<file path="config.mk">
export PLATFORM = sky130hd
export DESIGN_NAME = usr_shift_reg
export DESIGN_NICKNAME = d
export VERILOG_FILES = /design/src/rtl/usr_pkg.sv /design/src/rtl/usr_next_state.sv /design/src/rtl/usr_drive_ctrl.sv /design/src/rtl/usr_state_reg.sv /design/src/rtl/usr_shift_reg.sv
export SDC_FILE = /design/constraint.sdc
export NUM_CORES = 1
export LEC_CHECK = 0
export ABC_CLOCK_PERIOD_IN_PS = 2800
export CORE_AREA = 5 5 42 44
export CTS_BUF_LIST = sky130_fd_sc_hd__clkbuf_8
export DETAILED_ROUTE_END_ITERATION = 8
export DIE_AREA = 0 0 47 49
export DONT_BUFFER_PORTS = 1
export PLACE_DENSITY = 0.57
export SETUP_SLACK_MARGIN = 0.4
export SYNTH_ARGS = -nofsm -noshare
export SYNTH_HDL_FRONTEND = slang
export SYNTH_HIERARCHICAL = 1
export SYNTH_SLANG_ARGS = --single-unit
</file>
<file path="constraint.sdc">
create_clock -name clk -period 2.8 [get_ports clk]
set_input_delay 0.56 -clock clk [delete_from_list [all_inputs] [get_ports clk]]
set_output_delay 0.56 -clock clk [all_outputs]
set_load 0.03 [all_outputs]
</file>
<file path="src/rtl/usr_pkg.sv">
`timescale 1ns/1ps
package usr_pkg;
  typedef enum logic [1:0] {
    MODE_HOLD = 2'b00,
    MODE_UP   = 2'b01,
    MODE_DOWN = 2'b10,
    MODE_LOAD = 2'b11
  } usr_mode_e;
endpackage

</file>
<file path="src/rtl/usr_next_state.sv">
`timescale 1ns/1ps
module usr_next_state
  import usr_pkg::*;
#(
  parameter int WIDTH = 8
) (
  input  logic [WIDTH-1:0] cur,
  input  usr_mode_e        mode,
  input  logic             ser_up,
  input  logic             ser_down,
  input  logic [WIDTH-1:0] par_in,
  output logic [WIDTH-1:0] nxt
);
  localparam int TOP = WIDTH - 1;

  logic [WIDTH-1:0] from_below;
  logic [WIDTH-1:0] from_above;

  for (genvar i = 0; i < WIDTH; i++) begin : g_bit
    if (i == 0) begin : g_low
      assign from_below[i] = ser_up;
    end else begin : g_low_mid
      assign from_below[i] = cur[i-1];
    end
    if (i == TOP) begin : g_high
      assign from_above[i] = ser_down;
    end else begin : g_high_mid
      assign from_above[i] = cur[i+1];
    end
  end

  always_comb begin
    unique case (mode)
      MODE_UP:   nxt = from_below;
      MODE_DOWN: nxt = from_above;
      MODE_LOAD: nxt = par_in;
      default:   nxt = cur;
    endcase
  end
endmodule

</file>
<file path="src/rtl/usr_drive_ctrl.sv">
`timescale 1ns/1ps
module usr_drive_ctrl #(
  parameter int N_OE = 2
) (
  input  logic [N_OE-1:0] oe_n,
  input  logic            load_sel,
  output logic            drive
);
  assign drive = ~(|oe_n) & ~load_sel;
endmodule

</file>
<file path="src/rtl/usr_state_reg.sv">
`timescale 1ns/1ps
module usr_state_reg #(
  parameter int WIDTH = 8
) (
  input  logic             clk,
  input  logic             rst_n,
  input  logic [WIDTH-1:0] d,
  output logic [WIDTH-1:0] q
);
  always_ff @(posedge clk or negedge rst_n) begin
    if (!rst_n) q <= '0;
    else        q <= d;
  end
endmodule

</file>
<file path="src/rtl/usr_shift_reg.sv">
`timescale 1ns/1ps
module usr_shift_reg
  import usr_pkg::*;
#(
  parameter int WIDTH = 8
) (
  input  logic             clk,
  input  logic             rst_n,
  input  logic [1:0]       mode,
  input  logic             ser_in_up,
  input  logic             ser_in_down,
  input  logic             oe_a_n,
  input  logic             oe_b_n,
  input  logic [WIDTH-1:0] bus_in,
  output logic [WIDTH-1:0] bus_out,
  output logic             bus_drive,
  output logic             ser_out_lo,
  output logic             ser_out_hi
);
  localparam int TOP = WIDTH - 1;

  usr_mode_e        mode_e;
  logic [WIDTH-1:0] state_q;
  logic [WIDTH-1:0] state_d;

  assign mode_e = usr_mode_e'(mode);

  usr_next_state #(.WIDTH(WIDTH)) next_i (
    .cur      (state_q),
    .mode     (mode_e),
    .ser_up   (ser_in_up),
    .ser_down (ser_in_down),
    .par_in   (bus_in),
    .nxt      (state_d)
  );

  usr_state_reg #(.WIDTH(WIDTH)) reg_i (
    .clk   (clk),
    .rst_n (rst_n),
    .d     (state_d),
    .q     (state_q)
  );

  usr_drive_ctrl #(.N_OE(2)) drv_i (
    .oe_n     ({oe_b_n, oe_a_n}),
    .load_sel (mode_e == MODE_LOAD),
    .drive    (bus_drive)
  );

  assign bus_out    = state_q;
  assign ser_out_lo = state_q[0];
  assign ser_out_hi = state_q[TOP];
endmodule

</file>
Yosys cells after proc, flatten, opt, wreduce, memory -nomap -nowiden
Index checks and enable logic that the tools add are counted.

Bits in registers: 8. Latch bits: 0. Bits in writable memories: 0. Memory bits (read-only): 0. Output and inout bits: 11. Word-level logic and storage cells: 10. Memories kept: 0.

Add/subtract/negate cells: 0. Multipliers: 0. Divide/modulo/power cells: 0. Order comparisons: 0. Equal/unequal tests: 3. Shifts and indexed selects: 0. Multiplexer cells: 1. Bitwise logic cells: 3. Reduce and logical (&&, ||, !) cells: 2.

Operator list (count): 8-bit case mux with 3 select lines (1); 2-bit == test (second input constant) (2); 3-bit nonzero test (1); 2-bit by 1-bit == test with 1-bit output (second input constant) (1); 1-bit NOT (2); 2-bit OR reduction (1); 1-bit AND (1).

Logic depth before layout (Yosys ltp)
Gate-level depths: netlist of run 1.

Depth in word-level cells: 3. Mapped depth: 2. Mapped depth without buffers: 2.

Cells and area by module
The synthesis of run 1 kept the hierarchy.

By module, submodules not included: usr_next_state (times used 1, cells each 10, area each 202.7 sq um, sequential area each 0.0 sq um); usr_state_reg (times used 1, cells each 8, area each 200.2 sq um, sequential area each 200.2 sq um); usr_shift_reg (times used 1, cells each 3, area each 21.3 sq um, sequential area each 0.0 sq um); usr_drive_ctrl (times used 1, cells each 1, area each 10.0 sq um, sequential area each 0.0 sq um).

Worst setup path after synthesis of run 1
OpenSTA, ideal clock, no wires.

Path kind: input port to output port. Start point: in mode[0]. End point: out bus_drive. Arrival: 1.096 ns. Data required time: 2.240 ns. Slack: 1.144 ns. Stages on the path: 2. Path buffers: 0. Cells stage by stage: and2_1 -> nor3_2.

Longest elaborated chain between the ends: 3.

RTL lines: start: declaration (RTL line usr_shift_reg.sv:9) `input logic [1:0] mode,`; 2-bit == test (RTL line usr_shift_reg.sv:46) `.load_sel (mode_e == MODE_LOAD),`; 1-bit NOT (RTL line usr_drive_ctrl.sv:9) `assign drive = ~(|oe_n) & ~load_sel;`; 1-bit AND (RTL line usr_drive_ctrl.sv:9); end: declaration (RTL line usr_shift_reg.sv:16) `output logic bus_drive,`.

Every way passes these cells.

Worst setup path after layout of run 1
Same ends and word-level chain as after synthesis.

==> results.cfg, run 1 <==
[worst_setup_path]
reg2reg_slack_ns = 1.52
critPathMaxFanout = 9
cp_top_family = simple AND/OR/NAND/NOR gates
crit_type = input pin to primary output
startpoint_type = input pin
max_stage_delay_ns = 0.41
crit_chain = and2_1 > nor3_2
critical_path_arrival_ns = 1.11
cp_data_required_time_ns = 2.24
crit_path_end_kind = primary output
cp_slowest_cell = nor3_2
worstPathBufferInverterCount = 0

[placement]
portBuffers = 0
place_congestion = 0.692
dp.final_hpwl_um = 696
place_ws_ns = 1.12

[synth]
synth_xor_area_share_pct = 0
ys_seq_area_share_pct = 46.1
syn_avg_cell_area_um2 = 19.7
synth_simple_gate_area_share_pct = 3.75
ys_warn_count = 6
synth_seq_cells = 8
syn_area_um2 = 434
synth_cell_types = 6
synth_cells = 22
synth_fp_nets = 38
synth_compound_area_share_pct = 0
synth_top_family_by_area = multiplexers
muxShareOfSynthArea_pct = 41.5
synthAdderAreaFrac_pct = 0

[global_routing]
grtUsageTotal_pct = 9.00
grt-ovfl-total = 0
grt_pass1_wl_mm = 1.35
grt_max_degree = 10
antenna_found_initial = 0
grt_pass1_vias = 296

[final_layout]
antennaDiodeCount = 0
area_growth_pct = 5.48
largestRegisters = reg_i/q (8)
drive_above_1_share_pct = 57.1
largest_register = reg_i/q
largest_reg_flops = 8
nets = 39
fillers = 147

[floorplan]
boundaryPins = 27
start_util_pct = 31.0
num_rows = 14
core-area_um2 = 1400
die_w_um = 47
die_h_um = 49
die_area_um2 = 2300

[drt]
drc = 0
vias = 224
ant_nets = 0
post_drt_via_cell_ratio = 6.05
drtIter0Drc = 6
drtPass1Iterations = 2
wl_per_cell_um = 23.6
totalWireLength_um = 872

[timing]
finalCritPeriodShare_pct = 59.8
setup_viol = 0
worst_pin_slew_ns = 0.601
grt_setup_unrepaired = false
relSlewSlack_pct = 59.9
clock-skew-final_ns = 0.000210
slew_violations = 0
fmax_mhz = 597
min_period_ns = 1.67
hold_viol = 0
worst_slack_ns = 1.13
finalSetupTns_ns = 0

[clocking]
cts_inserted_buffers = 3
tritoncts = built
cts_root_buffer = clkbuf_8
htree_levels = 1
path_clk_slew_ns = 0.04
worstSkewPairLatency_ns = 0.23
clk_path_buf_depth = 2
clkSinkCount = 8
ctsResizeCount = 0
cts_setup_buffers = 0
cts_hold_buffers = 0

[flow_run]
cap_viol_max_count = 0

[run_status]
status = complete, no violations

[power]
vdd_drop_max_v = 0.000279
power_density_nw_per_um2 = 914
power.leakage_uw = 0.000171

[worst_hold_path]
min_path_type = input pin to asynchronous set/reset pin
[cells in the mapped netlist]
cell | instances | area [um2]
mux4_2 | 8 | 180
buf_6 | 2 | 22.5
buf_4 | 2 | 15.0
dfrtp_1 | 8 | 200
and2_1 | 1 | 6.26
nor3_2 | 1 | 10.0
[per-layer routing]
layer,wire length (um),vias to the layer above,track usage (%)
met3,176,3,7.75
met1,326,111,10.8
met2,346,25,9.73
li1,-,85,-
met5,0,-,0
met4,23,0,6.91
[cell type report]
| class | count | area, um2 | area share [%] |
|---|---|---|---|
| tap | 16 | 20.0 | 4.37 |
| clock buffer | 3 | 41.3 | 9.02 |
| sequential | 8 | 200 | 43.7 |
| multi-input combinational | 10 | 196 | 42.9 |
[cell usage in the layout (no fill, tap or decap)]
cell	instances
nor3_2	1
clkbuf_8	3
dfrtp_1	8
and2_1	1
mux4_2	8
[power by group]
| part | total [uW] | internal, uW | switching, uW |
|---|---|---|---|
| Sequential | 232 | 140 | 92.2 |
| Clock | 138 | 93.1 | 44.9 |
| Combinational | 48.3 | 40.2 | 8.06 |
| Total | 418 | 273 | 145 |
[final timing paths]
kind / from / to / depth (start not counted)
hold reg to reg: reg_i/q[6] / reg_i/q[6] / 1
max in group asynchronous: rst_n / reg_i/q[7] / 0
hold / removal: rst_n / reg_i/q[4] / 0
min in group clk: mode[1] / reg_i/q[0] / 1
setup reg to reg: reg_i/q[7] / reg_i/q[6] / 1
setup / recovery: mode[0] / bus_drive / 2
[logic make-up (layout without fill, tap and decap cells)]
logic type             Yosys count  in the layout
flip-flops                       8              8
buffers and inverters            4              3
AND/OR/NAND/NOR                  2              2
multiplexers                     8              8
[metrics by stage]
stage          hold slack [ns]  instances  power, uW  utilization (%)  cell area [um2]
2_1_floorplan            0.264         22        283                -              434
3_3_place_gp             0.265         34        280             29.7              417
3_5_place_dp             0.265         34        284             29.7              417
4_1_cts                 0.0224         37        425             32.7              458
5_1_grt                 0.0155         37        436             32.7              458
6_report                0.0271         37        418             32.7              458
Power figures use the tool's default switching activity.
==> run 2: changes to the inputs <==
Settings changed: ABC_AREA set to 1, ABC_CLOCK_PERIOD_IN_PS 2800 to 1400, CORE_AREA 5 5 42 44 to not set, CORE_MARGIN set to 5, CORE_UTILIZATION set to 35, DIE_AREA 0 0 47 49 to not set, PLACE_DENSITY 0.57 to 0.62.
Clock period 2.8 ns to 1.4 ns, I/O delays scaled along.
==> results.cfg, run 2 <==
[floorplan]
core-area_um2 = 1330
die_w_um = 48.0
boundaryPins = 27
die_area_um2 = 2300
die_h_um = 48.0
start_util_pct = 37.8
num_rows = 13

[synth]
ys_async_sr_fraction_pct = 100
synthTopCellsByCount = nand3_1 (24), nand2_1 (10), dfrtp_1 (8), nand4_1 (8), buf_6 (4)
ys_warn_count = 6
synth_fp_nets = 79
synth_area_leaders = dfrtp_1 (40%), nand3_1 (24%), nand4_1 (9.9%), buf_6 (8.9%), nand2_1 (7.4%)
synth_top_area_cell = dfrtp_1
syn_avg_cell_area_um2 = 8.00
synth_cell_types = 10
synth_seq_cells = 8
syn_area_um2 = 504
synth_edf_count = 0
synth_top_area_share_pct = 39.7
synth_cells = 63
synthFlopType = dfrtp_1
ys_seq_area_share_pct = 39.7
yosysMostFrequentCell = nand3_1

[power]
power.leakage_uw = 0.000216
vdd_drop_max_v = 0.000376
power_density_nw_per_um2 = 1410
power.total_uw = 745

[global_routing]
antenna_found_initial = 0
grt-ovfl-total = 0
grt_max_degree = 20
grt_pass1_wl_mm = 2.05
grtUsageTotal_pct = 13.2
grt_pass1_vias = 410

[drt]
drtIter0Drc = 8
drtPass1Iterations = 4
ant_nets = 0
post_drt_via_cell_ratio = 5.76
drc = 0
wl_per_cell_um = 16.9
totalWireLength_mm = 1.29
vias = 438

[placement]
place_congestion = 0.720
portBuffers = 0
dp.final_hpwl_um = 920

[timing]
grt_setup_unrepaired = true
fmax_mhz = 926
slew_violations = 0
worst_pin_slew_ns = 0.383
finalCritPeriodShare_pct = 77.2
finalSetupTns_ns = 0
relSlewSlack_pct = 74.4
hold_viol = 0
clock-skew-final_ns = 0.00261
min_period_ns = 1.08
setup_viol = 0

[final_layout]
antennaDiodeCount = 0
drive_above_1_share_pct = 24.6
nets = 79
largest_reg_flops = 8
largestRegisters = reg_i/q (8)
fillers = 142
layout_commonest_cell = nand3_1
largest_register = reg_i/q
final_cell_mix = nand3_1 (24), nand2_1 (10), nand4_1 (8), dfrtp_2 (7)
utilization_pct = 39.5
area_growth_pct = 4.47

[clocking]
htree_levels = 1
cts_root_buffer = clkbuf_8
worstSkewPairLatency_ns = 0.23
cts_setup_buffers = 0
path_clk_slew_ns = 0.04
clk_path_buf_depth = 2
cts_inserted_buffers = 3
clkSinkCount = 8
tritoncts = built

[flow_run]
cap_viol_max_count = 0

[worst_setup_path]
crit_type = flip-flop to primary output
critical_path_arrival_ns = 0.80
rr_startpoint = reg_i/q[0]
critPathMaxFanout = 4
crit_path_end_kind = primary output
cp_data_required_time_ns = 1.12
startpoint_type = flip-flop
critPathLaunch = reg_i/q[0]

[worst_hold_path]
min_from = mode[0]
min_path_type = input pin to flip-flop

[run_status]
status = complete, no violations
==> run 2: changes by cell type in the layout (fill, tap and decap cells not counted), sizes merged, moves of 2 or more <==
cell	before	now
nand3	0	24
nand2	0	10
mux4	8	0
nand4	0	8
inv	0	5
nor2	0	2
==> run 2: area by class of cell <==
type | count | area [um2] | area share (%)
sequential | 8 | 213 | 40.4
inverter | 5 | 18.8 | 3.56
tap | 15 | 18.8 | 3.56
multi-input combinational | 44 | 225 | 42.8
timing repair buffer | 1 | 10.0 | 1.90
clock buffer | 3 | 41.3 | 7.84
==> run 2: what timing repair did <==
| action | in CTS | in global routing |
|---|---|---|
| hold buffers | 1 | 0 |
| endpoints found under the hold margin | 8 | 0 |
| pin swaps | 0 | 0 |
| resized for setup | 6 | 1 |
| endpoints found under the setup margin | 10 | 10 |
==> run 2: logic make-up (layout without fill, tap and decap cells) <==
kind of cell | after synthesis | count (layout) | synth area share [%]
buffers and inverters | 11 | 9 | 15.6
flip-flops | 8 | 8 | 39.7
AND/OR/NAND/NOR | 44 | 44 | 44.7
==> run 2: worst paths after layout <==
kind                               to  slack (ns)  cells past startpoint
setup / recovery           ser_out_lo        0.32                      0
hold / removal             reg_i/q[0]        0.23                      2
setup reg to reg           reg_i/q[1]        0.48                      2
hold reg to reg            reg_i/q[6]        0.65                      2
max in group asynchronous  reg_i/q[0]        0.68                      1
min in group asynchronous  reg_i/q[0]        0.41                      1
==> run 2: power breakdown <==
group	internal (uW)	switching [uW]
clock network	187	94.0
registers	272	122
logic	30.3	40.1
==> run 2: layer usage <==
layer,routed length (um),track usage [%]
met1,607,18.8
met3,99,5.64
met2,580,16.6
met4,0,6.45
met5,0,0
==> run 2: stage by stage <==
step	hold WS, ns	cells	cell area (um2)	setup slack [ns]
floorplan	-0.0156	63	507	0.465
global placement	-0.0154	72	465	0.459
detailed placement	-0.0154	72	465	0.456
CTS	0.216	76	524	0.325
global route	0.227	76	527	0.302
finish	0.226	76	527	0.320
